### config.mk
export PLATFORM = sky130hd
export DESIGN_NAME = row_readout_timer
export DESIGN_NICKNAME = d
export VERILOG_FILES = /design/src/rtl/rrt_pkg.sv /design/src/rtl/rrt_divider.sv /design/src/rtl/rrt_span.sv /design/src/rtl/rrt_blank.sv /design/src/rtl/rrt_strobe.sv /design/src/rtl/row_readout_timer.sv
export SDC_FILE = /design/constraint.sdc
export NUM_CORES = 1
export LEC_CHECK = 0
export ABC_CLOCK_PERIOD_IN_PS = 4300
export BUFFER_PORTS_ARGS = -buffer_cell sky130_fd_sc_hd__buf_2
export CORE_MARGIN = 1
export CORE_UTILIZATION = 61
export DETAILED_ROUTE_END_ITERATION = 10
export MAX_ROUTING_LAYER = met4
export PLACE_DENSITY = 0.9
export SLEW_MARGIN = 30
export SYNTH_ARGS = -nofsm -noshare
export SYNTH_HDL_FRONTEND = slang
export SYNTH_SLANG_ARGS = --single-unit
### constraint.sdc
create_clock -name clk -period 4.3 [get_ports clk]
set_clock_uncertainty 0.1 [all_clocks]
set_input_delay 0.86 -clock clk [delete_from_list [all_inputs] [get_ports clk]]
set_output_delay 0.86 -clock clk [all_outputs]
set_load 0.01 [all_outputs]
### src/rtl/rrt_pkg.sv
`timescale 1ns/1ps
package rrt_pkg;

    // Row sequencing phases of the controller
    typedef enum logic [1:0] {
        RRT_IDLE  = 2'd0,
        RRT_ROW   = 2'd1,
        RRT_BLANK = 2'd2
    } rrt_phase_e;

endpackage

### src/rtl/rrt_divider.sv
`timescale 1ns/1ps
// Sequencer clock enable: one tick every 2^(gran+1) system clocks.
module rrt_divider #(
    parameter int GW  = 2,
    parameter int PHW = 4
) (
    input  logic          clk,
    input  logic          rst,
    input  logic          restart,
    input  logic [GW-1:0] gran,
    output logic          tick,
    output logic          phase_zero
);

    typedef struct packed {
        logic [PHW-1:0] phase;
    } div_s;

    div_s       div_d, div_q;
    logic [GW:0]  shift_amt;
    logic [PHW:0] span_m1;

    always_comb begin
        shift_amt  = {1'b0, gran} + (GW+1)'(1);
        span_m1    = ((PHW+1)'(1) << shift_amt) - (PHW+1)'(1);
        tick       = ({1'b0, div_q.phase} == span_m1);
        phase_zero = (div_q.phase == '0);
        div_d      = div_q;
        if (restart || tick) begin
            div_d.phase = '0;
        end else begin
            div_d.phase = div_q.phase + PHW'(1);
        end
    end

    always_ff @(posedge clk) begin
        if (rst) begin
            div_q <= '0;
        end else begin
            div_q <= div_d;
        end
    end

    // the phase never runs past the selected period
    p_phase_range_r2: assert property (@(posedge clk) disable iff (rst)
        ({1'b0, div_q.phase} <= span_m1));

endmodule

### src/rtl/rrt_span.sv
`timescale 1ns/1ps
// Counts sequencer periods since row start; the low part is the pixel-pair index.
module rrt_span #(
    parameter int SEQW = 14
) (
    input  logic            clk,
    input  logic            rst,
    input  logic            restart,
    input  logic            run,
    input  logic            tick,
    output logic [SEQW-1:0] seq
);

    typedef struct packed {
        logic [SEQW-1:0] seq;
    } span_s;

    span_s span_d, span_q;

    always_comb begin
        span_d = span_q;
        if (restart) begin
            span_d.seq = '0;
        end else if (run && tick && (span_q.seq != '1)) begin
            span_d.seq = span_q.seq + SEQW'(1);
        end
        seq = span_q.seq;
    end

    always_ff @(posedge clk) begin
        if (rst) begin
            span_q <= '0;
        end else begin
            span_q <= span_d;
        end
    end

    // the period count only moves on a sequencer tick or a restart
    p_seq_moves_on_tick_r5: assert property (@(posedge clk) disable iff (rst)
        (!restart && !tick) |=> $stable(seq));

endmodule

### src/rtl/rrt_blank.sv
`timescale 1ns/1ps
// Row blanking timer: BLANK_UNIT * 2^(gran+1) + BLANK_EXTRA system clocks.
module rrt_blank #(
    parameter int GW          = 2,
    parameter int BLW         = 11,
    parameter int BLANK_UNIT  = 70,
    parameter int BLANK_EXTRA = 2
) (
    input  logic          clk,
    input  logic          rst,
    input  logic          start,
    input  logic [GW-1:0] gran,
    output logic          done
);

    typedef struct packed {
        logic           active;
        logic [BLW-1:0] count;
    } blank_s;

    blank_s       blank_d, blank_q;
    logic [GW:0]  shift_amt;
    logic [BLW-1:0] blank_len;

    always_comb begin
        shift_amt = {1'b0, gran} + (GW+1)'(1);
        blank_len = (BLW'(BLANK_UNIT) << shift_amt) + BLW'(BLANK_EXTRA);
        done      = blank_q.active && (blank_q.count == blank_len - BLW'(1));
        blank_d   = blank_q;
        if (start) begin
            blank_d.active = 1'b1;
            blank_d.count  = '0;
        end else if (done) begin
            blank_d.active = 1'b0;
            blank_d.count  = '0;
        end else if (blank_q.active) begin
            blank_d.count = blank_q.count + BLW'(1);
        end
    end

    always_ff @(posedge clk) begin
        if (rst) begin
            blank_q <= '0;
        end else begin
            blank_q <= blank_d;
        end
    end

    // the blanking count stays inside the selected interval
    p_blank_bound_r8: assert property (@(posedge clk) disable iff (rst)
        blank_q.active |-> (blank_q.count < blank_len));

endmodule

### src/rtl/rrt_strobe.sv
`timescale 1ns/1ps
// Delayed strobe decode: valid window and end-of-line pulse in sequencer periods.
module rrt_strobe #(
    parameter int PCW  = 8,
    parameter int DVW  = 4,
    parameter int SEQW = 14
) (
    input  logic            clk,
    input  logic            rst,
    input  logic            live,
    input  logic            phase_zero,
    input  logic [SEQW-1:0] seq,
    input  logic [PCW-1:0]  last_pair,
    input  logic [DVW-1:0]  valid_dly,
    input  logic [DVW-1:0]  eol_dly,
    output logic            valid,
    output logic            eol
);

    logic [SEQW-1:0] win_open;
    logic [SEQW-1:0] win_close;
    logic [SEQW-1:0] eol_at;

    always_comb begin
        win_open  = SEQW'(valid_dly);
        win_close = SEQW'(valid_dly) + SEQW'(last_pair) + SEQW'(1);
        eol_at    = SEQW'(eol_dly) + SEQW'(last_pair) + SEQW'(1);
        valid     = live && (seq >= win_open) && (seq < win_close);
        eol       = live && phase_zero && (seq == eol_at);
    end

    // the end-of-line pulse is a single system clock wide
    p_eol_single_r4: assert property (@(posedge clk) disable iff (rst)
        eol |=> !eol);

endmodule

### src/rtl/row_readout_timer.sv
`timescale 1ns/1ps
module row_readout_timer #(
    parameter int PCW         = 8,
    parameter int GW          = 2,
    parameter int DVW         = 4,
    parameter int BLANK_UNIT  = 70,
    parameter int BLANK_EXTRA = 2
) (
    input  logic             clk,
    input  logic             rst,
    input  logic             row_sync,
    input  logic [GW-1:0]    gran,
    input  logic [PCW-1:0]   pix_pairs,
    input  logic [2*DVW-1:0] delay_cfg,
    output logic             pix_valid,
    output logic             eol
);
    import rrt_pkg::*;

    localparam int PHW  = 1 << GW;
    localparam int SEQW = PCW + DVW + 2;
    localparam int BLW  = $clog2(BLANK_UNIT * (1 << PHW) + BLANK_EXTRA + 1);

    typedef struct packed {
        rrt_phase_e     phase;
        logic [GW-1:0]  gran;
        logic [PCW-1:0] last_pair;
        logic [DVW-1:0] valid_dly;
        logic [DVW-1:0] eol_dly;
    } ctl_s;

    ctl_s            ctl_d, ctl_q;
    logic            accept;
    logic            row_done;
    logic            tick;
    logic            phase_zero;
    logic            blank_done;
    logic            live;
    logic [SEQW-1:0] seq;

    always_comb begin
        accept   = (ctl_q.phase == RRT_IDLE) && row_sync;
        row_done = (ctl_q.phase == RRT_ROW) && tick && (seq == SEQW'(ctl_q.last_pair));
        live     = (ctl_q.phase != RRT_IDLE);
        ctl_d    = ctl_q;
        case (ctl_q.phase)
            RRT_IDLE: begin
                if (accept) begin
                    ctl_d.phase     = RRT_ROW;
                    ctl_d.gran      = gran;
                    ctl_d.last_pair = pix_pairs;
                    ctl_d.valid_dly = delay_cfg[DVW-1:0];
                    ctl_d.eol_dly   = delay_cfg[2*DVW-1:DVW];
                end
            end
            RRT_ROW: begin
                if (row_done) begin
                    ctl_d.phase = RRT_BLANK;
                end
            end
            RRT_BLANK: begin
                if (blank_done) begin
                    ctl_d.phase = RRT_IDLE;
                end
            end
            default: ctl_d.phase = RRT_IDLE;
        endcase
    end

    always_ff @(posedge clk) begin
        if (rst) begin
            ctl_q <= '{phase: RRT_IDLE, default: '0};
        end else begin
            ctl_q <= ctl_d;
        end
    end

    rrt_divider #(.GW(GW), .PHW(PHW)) u_div (
        .clk        (clk),
        .rst        (rst),
        .restart    (accept),
        .gran       (ctl_q.gran),
        .tick       (tick),
        .phase_zero (phase_zero)
    );

    rrt_span #(.SEQW(SEQW)) u_span (
        .clk     (clk),
        .rst     (rst),
        .restart (accept),
        .run     (live),
        .tick    (tick),
        .seq     (seq)
    );

    rrt_blank #(
        .GW(GW), .BLW(BLW), .BLANK_UNIT(BLANK_UNIT), .BLANK_EXTRA(BLANK_EXTRA)
    ) u_blank (
        .clk   (clk),
        .rst   (rst),
        .start (row_done),
        .gran  (ctl_q.gran),
        .done  (blank_done)
    );

    rrt_strobe #(.PCW(PCW), .DVW(DVW), .SEQW(SEQW)) u_strobe (
        .clk        (clk),
        .rst        (rst),
        .live       (live),
        .phase_zero (phase_zero),
        .seq        (seq),
        .last_pair  (ctl_q.last_pair),
        .valid_dly  (ctl_q.valid_dly),
        .eol_dly    (ctl_q.eol_dly),
        .valid      (pix_valid),
        .eol        (eol)
    );

    // all delayed strobes have finished before blanking ends
    p_quiet_idle_r8: assert property (@(posedge clk) disable iff (rst)
        (ctl_q.phase == RRT_IDLE) |-> (!pix_valid && !eol));

    // latched configuration holds while a row or its blanking runs
    p_cfg_hold_r9: assert property (@(posedge clk) disable iff (rst)
        (ctl_q.phase != RRT_IDLE) |=> ($stable(ctl_q.gran) && $stable(ctl_q.last_pair)
                                     && $stable(ctl_q.valid_dly) && $stable(ctl_q.eol_dly)));

    // an accepted sync opens the valid window at once unless it is delayed
    p_start_valid_r3: assert property (@(posedge clk) disable iff (rst)
        accept |=> (pix_valid || (ctl_q.valid_dly != '0)));

endmodule

# Yosys cells after proc, flatten, opt, wreduce, memory -nomap -nowiden
# Index checks and enable logic that the tools add are counted.
[word_totals]
ff_bits = 50
latchBits = 0
ramBits = 0
romBits = 0
inputBits = 21
output_inout_bits = 2
wordCells = 62
mem_count = 0
[op_classes]
addsub = 11
mul = 0
div = 0
order_cmp = 2
n_eq_ne = 10
shift = 2
muxes = 8
bitwise_logic = 0
reduce_logical = 20
[ops]
columns = ["op", "count"]
rows = [
  ["14-bit by 1-bit adder with 14-bit output, second input constant", 3],
  ["11-bit 2-to-1 mux", 2],
  ["20-bit 2-to-1 mux", 1],
  ["4-bit by 8-bit adder with 9-bit output", 2],
  ["14-bit == test", 1],
  ["14-bit by 8-bit == test with 1-bit output", 1],
  ["14-bit by 4-bit >= comparator with 1-bit output", 1],
  ["14-bit less-than comparator", 1],
  ["14-bit inequality test, second input constant", 1],
  ["12-bit 2-to-1 mux", 1],
  ["11-bit by 1-bit adder with 11-bit output, second input constant", 1],
  ["11-bit by 3-bit adder with 11-bit output, second input constant", 1],
  ["11-bit == test", 1],
  ["7-bit by 3-bit left shift with 11-bit output, first input constant", 1],
  ["11-bit by 1-bit subtractor with 11-bit output, second input constant", 1],
  ["1-bit logical AND", 10],
  ["2-bit case mux with 3 select lines", 1],
  ["4-bit by 5-bit == test with 1-bit output", 1],
  ["1-bit by 3-bit left shift with 5-bit output, first input constant", 1],
  ["5-bit by 2-bit subtractor with 5-bit output, second input constant", 1],
  ["4-bit by 1-bit adder with 4-bit output, second input constant", 1],
  ["4-bit zero test", 1],
  ["2-bit 2-to-1 mux", 2],
  ["2-bit inequality test, second input constant", 2],
  ["12 further kinds", 14],
]

# Depth between registers and ports, before layout
[depth]
ltp_word = 8
mapped_depth = 15
depth_no_buf = 15

# Cells and area by module
# Synthesis repeated with hierarchy kept, for this count alone.
[unflattened]
hier_cells = 398
area_unflattened_um2 = 3393.3
[by_module_without_submodules]
columns = ["mod", "n_inst", "cells_per_inst", "area_per_inst_um2", "seq_area_each_um2"]
rows = [
  ["rrt_strobe", 1, 110, 865.8, 0.0],
  ["row_readout_timer", 1, 101, 799.5, 400.4],
  ["rrt_span", 1, 80, 747.0, 280.3],
  ["rrt_blank", 1, 80, 720.7, 240.2],
  ["rrt_divider", 1, 27, 260.2, 80.1],
]

# Worst setup path before layout
# Ideal clock, no wire load.
[synth_timing]
kind = "flip-flop to output port"
from = "register ctl_q[8] (netlist name)"
to = "output pix_valid"
arrival_ns = 2.676
t_required_ns = 3.340
slack_ns = 0.664
stages_incl_launch_ff = 16
n_path_buf = 0
cell_sequence = "dfxtp_1 -> ha_1 -> fa_1 -> a21oi_1 -> nor2_1 -> nor2_1 -> xnor2_1 -> a32oi_1 -> nor2_1 -> xnor2_1 -> ha_1 -> a21oi_1 -> nor2b_1 -> o21ai_0 -> nand4b_1 -> nor2_1"
[synth_via]
elab_chain_len = 4
[synth_rtl]
columns = ["item", "line", "rtl"]
rows = [
  ["start: declaration", "row_readout_timer.sv:32", "ctl_s ctl_d, ctl_q;"],
  ["start signal: assignment", "row_readout_timer.sv:74", "ctl_q <= ctl_d;"],
  ["4-bit by 8-bit adder with 9-bit output", "rrt_strobe.sv:26", "win_close = SEQW'(valid_dly) + SEQW'(last_pair) + SEQW'(1);"],
  ["14-bit by 1-bit adder with 14-bit output", "rrt_strobe.sv:26", ""],
  ["14-bit less-than comparator", "rrt_strobe.sv:28", "valid = live && (seq >= win_open) && (seq < win_close);"],
  ["1-bit logical AND", "rrt_strobe.sv:28", ""],
  ["end: declaration", "row_readout_timer.sv:15", "output logic pix_valid,"],
]
# No other way between the ends.

# Final worst setup path
# Ends and elaborated chain as after synthesis.

==> flow_summary.ini <==
[outcome]
status = finished, final reports clean

[synth]
synth_area_um2 = 3472
synth_top_family_by_area = simple AND/OR/NAND/NOR gates
ys_types = 56
synth_xor_xnor_area_share_pct = 16.86
synth-seq-cells = 50
synth.area.mux_share_pct = 0.8649
synth_compound_area_share_pct = 8.613
postSynthAreaPerCell_um2 = 8.326
yosysWarnings = 0
syn_nets = 473
synth_fa_ha_area_share_pct = 13.05
seq_area_frac_synth_pct = 28.83
yosys.area_share.simple_pct = 27.14
syn_inst = 417

[power]
ir_worst_vdd_uv = 187.1
power_frac_seq_pct = 50.5
swShare_pct = 27.73
cellLeakagePower_nw = 1.575
p_comb_share_pct = 18.1
power_density_nw_per_um2 = 263.1
p_clk_share_pct = 31.4
switchingPower_uw = 274.2
p_int_uw = 714.5

[global_route]
antenna_found_initial = 0
grt_pass1_vias = 2832
grt_usage_pct = 25.81
grt_pass1_wl_mm = 12.17
grt-ovfl-total = 0
grt_max_degree = 25

[clock_network]
path_clk_slew_ns = 0.08
cts_tree = yes
htreeDepth = 2
numCtsBuffers = 5
cts.sinks = 50
clk_path_buf_depth = 2
root_buffer = clkbuf_8
clock_latency_ns = 0.30

[setup_path]
endpoint_kind = primary output
path_class = reg -> out
start_kind = flip-flop
cp.arrival_ns = 3.21
cp.required_ns = 3.34
worstPathMaxFanout = 4

[floorplanning]
die-area_um2 = 5998
core_um2 = 5507
die_y_um = 77.45
fp.dieW_um = 77.45
io_pins = 23
rows = 27
initial_core_util_pct = 63.05

[sta]
period_share_pct = 97.04
tns_ns = 0
finalHoldViolCount = 0
tightest_slew_ns = 0.6663
max_freq_mhz = 239.6
drv_slew = 0
setup_violations = 0
fin_crit_ns = 4.173
slew_headroom_pct = 55.42

[final_layout]
drive_above_1_share_pct = 16.51
design_area_um2 = 3759
nNetsFinal = 485
syn2layout_area_growth_pct = 8.252
antenna_cells = 0
fill_cells = 441

[job]
maxCapViolCount = 0

[drt]
vias = 2874
wl_per_cell_um = 14.60
drt_wl_total_mm = 7.328
postRouteAntennaNets = 0
vias_per_cell = 5.725
remaining_drc_errors = 0
drtIter0Drc = 136
first_pass_iters = 4

[hold_path]
holdCritPathClass = reg -> reg

[placement]
dp_hpwl_mm = 5.444
place.gp.congestion = 0.9012
io_buffers = 22
dpl-instance-area_um2 = 3575
## worst paths after layout
| check | start | endpoint | slack (ns) | cells past startpoint |
|---|---|---|---|---|
| max | ctl_q[8] | pix_valid | 0.13 | 15 |
| min | ctl_q[0] | ctl_q[0] | 0.37 | 2 |
| max reg2reg | ctl_q[17] | u_span.seq[6] | 1.75 | 9 |
| min reg2reg | ctl_q[0] | ctl_q[0] | 0.37 | 2 |
## kinds of logic (layout without fill, tap and decap cells)
logic type                 Yosys count  count (layout)
AOI/OAI and AO/OA                   47              47
xor gates and xnor gates            66              66
adders and majority gates           35              35
buffers and inverters               35              48
DFF                                 50              50
muxes                                3               3
other                                1               1
and+or+nand+nor                    180             180
## final cells by class
cell class	instances	area [um2]	area share [%]
Clock buffer	8	110.1	2.929
Inverter	16	60.06	1.598
Multi-Input combinational cell	332	2370	63.05
Sequential cell	50	1003	26.70
Tap cell	72	90.09	2.397
Timing Repair Buffer	24	125.1	3.329
## what timing repair did
item / CTS / global route
hold buffers: 0 / 0
setup endpoints to repair: 1 / 2
setup buffers: 0 / 2
pin swaps: 0 / 6
endpoints found under the hold margin: 0 / 0
resized for setup: 2 / 13
## metal layers
layer,vias to the layer above,GRT usage (%),part of all wire (%)
met3,16,5.294,4.5
met4,0,8.868,1.9
met5,-,-,0
li1,1426,-,-
met1,1361,26.82,40
met2,71,47.96,53
## sequential cells by signal, summed over array words and instances, names as in the netlist
| register | cells |
|---|---|
| u_div.div_q | 4 |
| u_span.seq | 14 |
| u_blank.blank_q | 12 |
| ctl_q | 20 |
## metrics by stage
stage | hold slack [ns] | power (mW) | instances | util [%] | setup WS (ns)
2_1_floorplan | 0.3346 | 0.6384 | 417 | - | 0.6640
3_3_place_gp | 0.3513 | 0.6681 | 492 | 64.92 | 0.4347
3_5_place_dp | 0.3530 | 0.6787 | 492 | 64.92 | 0.2979
4_1_cts | 0.3677 | 0.9864 | 500 | 67.10 | 0.04713
5_1_grt | 0.4013 | 1.038 | 502 | 68.26 | -0.04608
6_report | 0.3670 | 0.9887 | 502 | 68.26 | 0.1272
## worst max-delay path, cell delays in order, from the launching register on
cell	delay [ns]
dfxtp_2	0.35
ha_2	0.19
fa_2	0.54
ha_2	0.19
nand2_1	0.09
o31ai_1	0.25
a21o_1	0.19
nand2_1	0.07
xor2_1	0.17
ha_1	0.21
a21oi_2	0.13
nor2b_1	0.05
o21ai_1	0.11
nand4b_1	0.10
nor2_1	0.13
buf_2	0.14
## Yosys cell counts, drive strengths merged
master	n	area, um2
and3	10	62.56
ha	33	412.9
o211a	1	10.01
nand3b	2	27.53
dfxtp	50	1001
nor3	9	61.31
nand3	8	45.04
nand2	61	229.0
nor4	5	43.79
mux2i	3	30.03
or2	1	6.260
a2111oi	2	23.77
or3	2	12.51
a21oi	27	138.9
and2	1	6.260
nor3b	2	20.02
o21ai	4	20.02
o21a	2	15.01
o2111ai	1	8.760
fa	2	40.04
nand2b	8	50.05
nand4	16	100.1
o31ai	1	7.510
o211ai	1	7.510
a32oi	1	8.760
o21bai	1	7.510
clkbuf	10	37.54
nor2	46	205.2
a211oi	3	27.52
nor2b	4	25.02
o41ai	1	8.760
xor2	45	401.6
xnor2	21	183.9
and2b	1	7.510
conb	1	3.750
a21o	2	15.01
inv	16	60.06
or4	2	22.52
buf	9	60.06
nand4b	1	8.760
and4	1	8.760
## power by group through the flow
| stage | Combinational, mW | Clock (mW) | Sequential (mW) |
|---|---|---|---|
| after floorplan | 0.140 | 0 | 0.498 |
| after global placement | 0.160 | 0 | 0.508 |
| after detailed placement | 0.170 | 0 | 0.509 |
| after CTS | 0.172 | 0.316 | 0.498 |
| after global routing | 0.201 | 0.336 | 0.501 |
| final | 0.179 | 0.310 | 0.499 |
## cells in the final DEF, fill, tap and decap left out, types with 3 or more instances in the layout
cell and count:
a21oi_1 23, nand2b_1 8, a21oi_2 4, nor2b_1 4
inv_1 16, clkbuf_8 8, buf_2 22, and3_1 10
nor2_1 34, nor3_1 7, xor2_1 43, ha_1 31
xnor2_1 19, nand2_1 61, nand4_1 16, o21ai_0 3
nor4_1 3, nor2_2 11, nand3_1 7, mux2i_1 3
dfxtp_1 48
No activity file was read; power rests on OpenSTA's default activity.
